`config.mk`:
```
export PLATFORM = sky130hd
export DESIGN_NAME = pix2_serializer
export DESIGN_NICKNAME = d
export VERILOG_FILES = /design/src/rtl/pix2_pkg.sv /design/src/rtl/pix2_word_delay.sv /design/src/rtl/pix2_slot_seq.sv /design/src/rtl/pix2_lane_mux.sv /design/src/rtl/pix2_serializer.sv
export SDC_FILE = /design/constraint.sdc
export NUM_CORES = 1
export LEC_CHECK = 0
export CAP_MARGIN = 20
export CELL_PAD_IN_SITES_DETAIL_PLACEMENT = 1
export CELL_PAD_IN_SITES_GLOBAL_PLACEMENT = 2
export CORE_ASPECT_RATIO = 1.5
export CORE_MARGIN = 8
export CORE_UTILIZATION = 45
export DETAILED_ROUTE_END_ITERATION = 8
export PLACE_DENSITY_LB_ADDON = 0.1
export SETUP_SLACK_MARGIN = 0.4
export SYNTH_ARGS = -nofsm -noshare
export SYNTH_HDL_FRONTEND = slang
export SYNTH_SLANG_ARGS = --single-unit
```
`constraint.sdc`:
```
create_clock -name clk -period 2.5 [get_ports clk]
set_input_delay 0.5 -clock clk [delete_from_list [all_inputs] [get_ports clk]]
set_output_delay 0.5 -clock clk [all_outputs]
set_load 0.005 [all_outputs]
```
`src/rtl/pix2_pkg.sv`:
```
package pix2_pkg;
  typedef enum logic {
    ORD_PAIRS = 1'b0,
    ORD_BYTES = 1'b1
  } lane_order_e;
endpackage

```
`src/rtl/pix2_word_delay.sv`:
```
module pix2_word_delay #(
  parameter int WORD_W = 16,
  parameter int DEPTH  = 4
) (
  input  logic              clk,
  input  logic              rst_n,
  input  logic              shift,
  input  logic [WORD_W-1:0] din,
  output logic [WORD_W-1:0] dout
);
  // One stage per pixel of latency; advances only on a pixel marker.
  for (genvar i = 0; i < DEPTH; i++) begin : g_stage
    logic [WORD_W-1:0] q;
    if (i == 0) begin : g_head
      always_ff @(posedge clk or negedge rst_n) begin
        if (!rst_n)     q <= '0;
        else if (shift) q <= din;
      end
    end else begin : g_body
      always_ff @(posedge clk or negedge rst_n) begin
        if (!rst_n)     q <= '0;
        else if (shift) q <= g_stage[i-1].q;
      end
    end
  end

  // Value before the shift: the word entered DEPTH markers ago.
  assign dout = g_stage[DEPTH-1].q;
endmodule

```
`src/rtl/pix2_slot_seq.sv`:
```
module pix2_slot_seq #(
  parameter int SLOTS  = 8,
  parameter int SLOT_W = 3
) (
  input  logic              clk,
  input  logic              rst_n,
  input  logic              start,
  input  logic              step,
  output logic [SLOT_W-1:0] slot_nxt,
  output logic              adv
);
  localparam logic [SLOT_W-1:0] LAST = SLOT_W'(SLOTS - 1);

  logic [SLOT_W-1:0] slot_q;

  // Marker wins over a strobe; the counter parks on the last slot.
  always_comb begin
    adv      = start | (step & (slot_q != LAST));
    slot_nxt = start ? '0 : slot_q + SLOT_W'(1);
  end

  always_ff @(posedge clk or negedge rst_n) begin
    if (!rst_n)   slot_q <= LAST;
    else if (adv) slot_q <= slot_nxt;
  end
endmodule

```
`src/rtl/pix2_lane_mux.sv`:
```
module pix2_lane_mux
  import pix2_pkg::*;
#(
  parameter int WORD_W = 16,
  parameter int SLOT_W = 3
) (
  input  logic [WORD_W-1:0] word,
  input  lane_order_e       order,
  input  logic [SLOT_W-1:0] slot,
  output logic              bit_hi,
  output logic              bit_lo
);
  localparam int SLOTS = WORD_W / 2;
  localparam int HALF  = WORD_W / 2;

  logic [SLOTS-1:0] pair_hi, pair_lo, byte_hi, byte_lo;

  for (genvar s = 0; s < SLOTS; s++) begin : g_slot
    assign pair_hi[s] = word[WORD_W-1-2*s];
    assign pair_lo[s] = word[WORD_W-2-2*s];
    assign byte_hi[s] = word[WORD_W-1-s];
    assign byte_lo[s] = word[HALF-1-s];
  end

  always_comb begin
    if (order == ORD_BYTES) begin
      bit_hi = byte_hi[slot];
      bit_lo = byte_lo[slot];
    end else begin
      bit_hi = pair_hi[slot];
      bit_lo = pair_lo[slot];
    end
  end
endmodule

```
`src/rtl/pix2_serializer.sv`:
```
module pix2_serializer
  import pix2_pkg::*;
#(
  parameter int WORD_W  = 16,
  parameter int LAT_PIX = 4
) (
  input  logic              clk,
  input  logic              rst_n,
  input  logic              slot_stb,
  input  logic              pix_start,
  input  logic [WORD_W-1:0] pix_word,
  input  logic              split_order,
  input  logic              drive_off,
  output logic              line_hi,
  output logic              line_lo,
  output logic              line_oe
);
  localparam int SLOTS  = WORD_W / 2;
  localparam int SLOT_W = $clog2(SLOTS);

  logic [WORD_W-1:0] dly_word, cur_word, sel_word;
  lane_order_e       cur_order, sel_order;
  logic [SLOT_W-1:0] slot_nxt;
  logic              adv, bit_hi, bit_lo;

  pix2_word_delay #(.WORD_W(WORD_W), .DEPTH(LAT_PIX)) u_delay (
    .clk(clk), .rst_n(rst_n), .shift(pix_start), .din(pix_word), .dout(dly_word)
  );

  pix2_slot_seq #(.SLOTS(SLOTS), .SLOT_W(SLOT_W)) u_seq (
    .clk(clk), .rst_n(rst_n), .start(pix_start), .step(slot_stb),
    .slot_nxt(slot_nxt), .adv(adv)
  );

  // In the marker cycle the mux looks at the word being loaded.
  always_comb begin
    sel_word  = pix_start ? dly_word : cur_word;
    sel_order = pix_start ? lane_order_e'(split_order) : cur_order;
  end

  pix2_lane_mux #(.WORD_W(WORD_W), .SLOT_W(SLOT_W)) u_mux (
    .word(sel_word), .order(sel_order), .slot(slot_nxt),
    .bit_hi(bit_hi), .bit_lo(bit_lo)
  );

  always_ff @(posedge clk or negedge rst_n) begin
    if (!rst_n) begin
      cur_word  <= '0;
      cur_order <= ORD_PAIRS;
      line_hi   <= 1'b0;
      line_lo   <= 1'b0;
      line_oe   <= 1'b0;
    end else begin
      line_oe <= ~drive_off;
      if (pix_start) begin
        cur_word  <= dly_word;
        cur_order <= lane_order_e'(split_order);
      end
      if (adv) begin
        line_hi <= bit_hi;
        line_lo <= bit_lo;
      end
    end
  end
endmodule

```
==> qor.yml <==
sta:
  post-route-min-period_ns: 1.89
  maxSlewViolCount: 0
  setup_violations: 0
  timing.fmax_mhz: 529
  tns_ns: 0
  finClkSkew_ns: 0.00442
  finalWorstSetupSlack_ns: 0.610
  worstMarginPinSlew_ns: 0.482
  hold_viol: 0
  rsz0062_at_grt: "no"
  timing.slew.headroom_pct: 67.8
  min_period_over_period_pct: 75.6
die:
  core_area_mm2: 0.00796
  io_pins: 25
  die_area_mm2: 0.0113
  dieHeight_um: 126
  initial_core_util_pct: 45.8
  fp-row-count: 40
  die_w_um: 89.5
synthesis:
  synth_nets: 281
  synth_most_common_cell: "dfrtp_1"
  synthTopCellsByCount: "dfrtp_1 (84), mux2_2 (79), nand2_1 (15)"
  synth_area_mm2: 0.00364
  yosys.area.top_type: "dfrtp_1"
  seq_area_frac_synth_pct: 59.8
  synth-async-reset-ratio_pct: 100
  synth_area_leaders: "dfrtp_1 (58%), mux2_2 (24%), dfstp_2 (2.2%)"
  synthCells: 257
  ys.warnings.count: 0
  synth_top_area_share_pct: 57.7
  synth-main-ff-cell: "dfrtp_1"
  synth.avg_cell_area_um2: 14.2
  synth_cell_types: 38
  synth_seq_cells: 87
  synth_edf_count: 0
setup_path:
  crit_type: "reg -> reg"
  path_cells: "ha_1 > ha_1 > nor2b_1 > and3_1 > o31ai_1 > a22oi_2"
  cp_slowest_stage_delay_ns: 0.53
  end_kind: "flop"
  setup.worst_path.start_class: "flop"
  worst_path_max_delay_cell: "dfstp_2"
  crit_top_cell: "ha_1"
  path_max_fanout: 6
  required_ns: 2.70
  crit_arrival_ns: 2.09
  worstRegToRegCells: 6
  r2r_setup_slack_ns: 0.61
placed_design:
  io_buffers: 24
  place_congestion: 0.781
  post_dp_cell_area_mm2: 0.00399
  dp_hpwl_mm: 4.28
  pre_cts_slack_ns: 0.530
finish:
  final_nets: 307
  finish.utilization_pct: 54.1
  antennaDiodeCount: 0
  drive_gt1_share_pct: 37.2
  ff_latch_area_mm2: 0.00218
  multi_input_area_mm2: 0.00136
  design_area_mm2: 0.00430
  syn2layout_area_growth_pct: 18.0
  fillers: 794
outcome:
  outcome: "complete, no violations"
clocking:
  clockRootBuffer: "clkbuf_16"
  clk_path_buf_depth: 2
  cts_setup_buffers: 0
  cts_buffers: 9
  tritoncts: "built"
  htreeDepth: 3
  clkLatencyLatePin_ns: 0.33
  clk_pin_slew_ns: 0.06
  cts_num_sinks: 87
  hold_buffers: 0
  cts.repair.resized: 0
drt:
  viasPerCell: 5.11
  vias: 2009
  routed.top_layer: "met4"
  m1WireLength_mm: 2.82
  met3WireLength_um: 238
  routedWlPerCell_um: 15.8
  wl_mm: 6.20
  drc: 0
  drtIter0Drc: 41
  wl_met2_mm: 3.03
  drt_pass1_iterations: 3
  postRouteAntennaNets: 0
hold_path:
  hold_class: "in -> async"
power:
  ir_drop_uv: 621
  power_mw: 3.76
  power_density_mw_per_mm2: 874
  cellLeakagePower_nw: 1.82
global_route:
  antenna_found_initial: 0
  grt_max_degree: 57
  grt_pass1_wl_mm: 11.0
  grt_pass1_vias: 2289
  grt_usage_pct: 12.7
  grt_overflow_total: 0
run:
  max_cap_viol_count: 0
-- critical path, delay by kind of cell, from the launching register on --
family,cells,cell delay [ns]
fa+ha+maj,2,0.43
simple gates,2,0.42
compound gates,2,0.37
flops,1,0.53
-- final timing paths --
check	end	startpoint
worst max register to register	line_hi	u_seq.slot_q[0]
worst max-delay path	line_hi	u_seq.slot_q[0]
max in group asynchronous	u_seq.slot_q[2]	rst_n
worst min register to register	u_seq.slot_q[2]	u_seq.slot_q[2]
worst min-delay path	u_delay.g_stage[2].q[14]	rst_n
min in group clk	u_seq.slot_q[2]	u_seq.slot_q[2]
-- state kept, by name, summed over array words and instances (netlist names) --
signal / cells
cur_order: 1
cur_word: 16
line_hi: 1
line_lo: 1
line_oe: 1
u_delay.dout: 16
u_delay.g_stage.q: 48
u_seq.slot_q: 3
-- stage by stage --
step	hold slack, ns	cells
finish	0.0997	393
global route	0.119	393
CTS	0.100	393
detailed placement	0.468	377
global placement	0.464	377
floorplan	0.204	257
-- cells by family (layout without fill, tap and decap cells) --
| kind of cell | count (synthesis) | in the layout | synth area share, % |
|---|---|---|---|
| AOI/OAI and AO/OA | 24 | 24 | 4.84 |
| xor gates and xnor gates | 1 | 1 | 0.240 |
| adders and majority gates | 2 | 2 | 0.686 |
| buffers and inverters | 21 | 52 | 2.85 |
| DFF | 87 | 87 | 59.8 |
| muxes | 86 | 86 | 26.7 |
| and+or+nand+nor | 36 | 36 | 4.87 |
-- layer usage --
metal	global-route usage (%)	vias up
li1	-	965
met1	15.6	1010
met2	19.4	26
met3	4.10	8
met4	6.20	0
met5	0	-
-- power by group --
part | internal [mW] | switching (mW)
Clock | 0.871 | 0.517
Sequential | 1.68 | 0.155
Combinational | 0.332 | 0.212
-- cells in the final DEF, fill, tap and decap left out, types with 2 or more instances in the layout --
cell type | netlist | layout
clkdlybuf4s50_1 | 0 | 22
buf_4 | 1 | 7
ha_1 | 2 | 2
nand3_1 | 3 | 3
mux2i_1 | 6 | 6
dfrtp_1 | 84 | 84
a32o_1 | 2 | 2
o21ai_0 | 6 | 6
nand2b_1 | 7 | 7
mux2_2 | 79 | 79
a21oi_1 | 3 | 3
nand2_1 | 15 | 15
bufinv_16 | 0 | 2
nor2_1 | 3 | 3
inv_1 | 6 | 6
nor2b_1 | 2 | 2
and3_1 | 2 | 2
clkinvlp_4 | 0 | 2
clkinv_2 | 0 | 2
clkbuf_16 | 0 | 9
dfstp_2 | 3 | 3
-- layout make-up --
class	instances	share of cell area [%]
clock inverters	6	1.98
clock buffers	10	5.32
well taps	105	3.05
multi-input cells	149	31.6
inverters	6	0.524
flip-flops and latches	87	50.7
repair buffers	30	6.81
No activity file was read; power rests on OpenSTA's default activity.
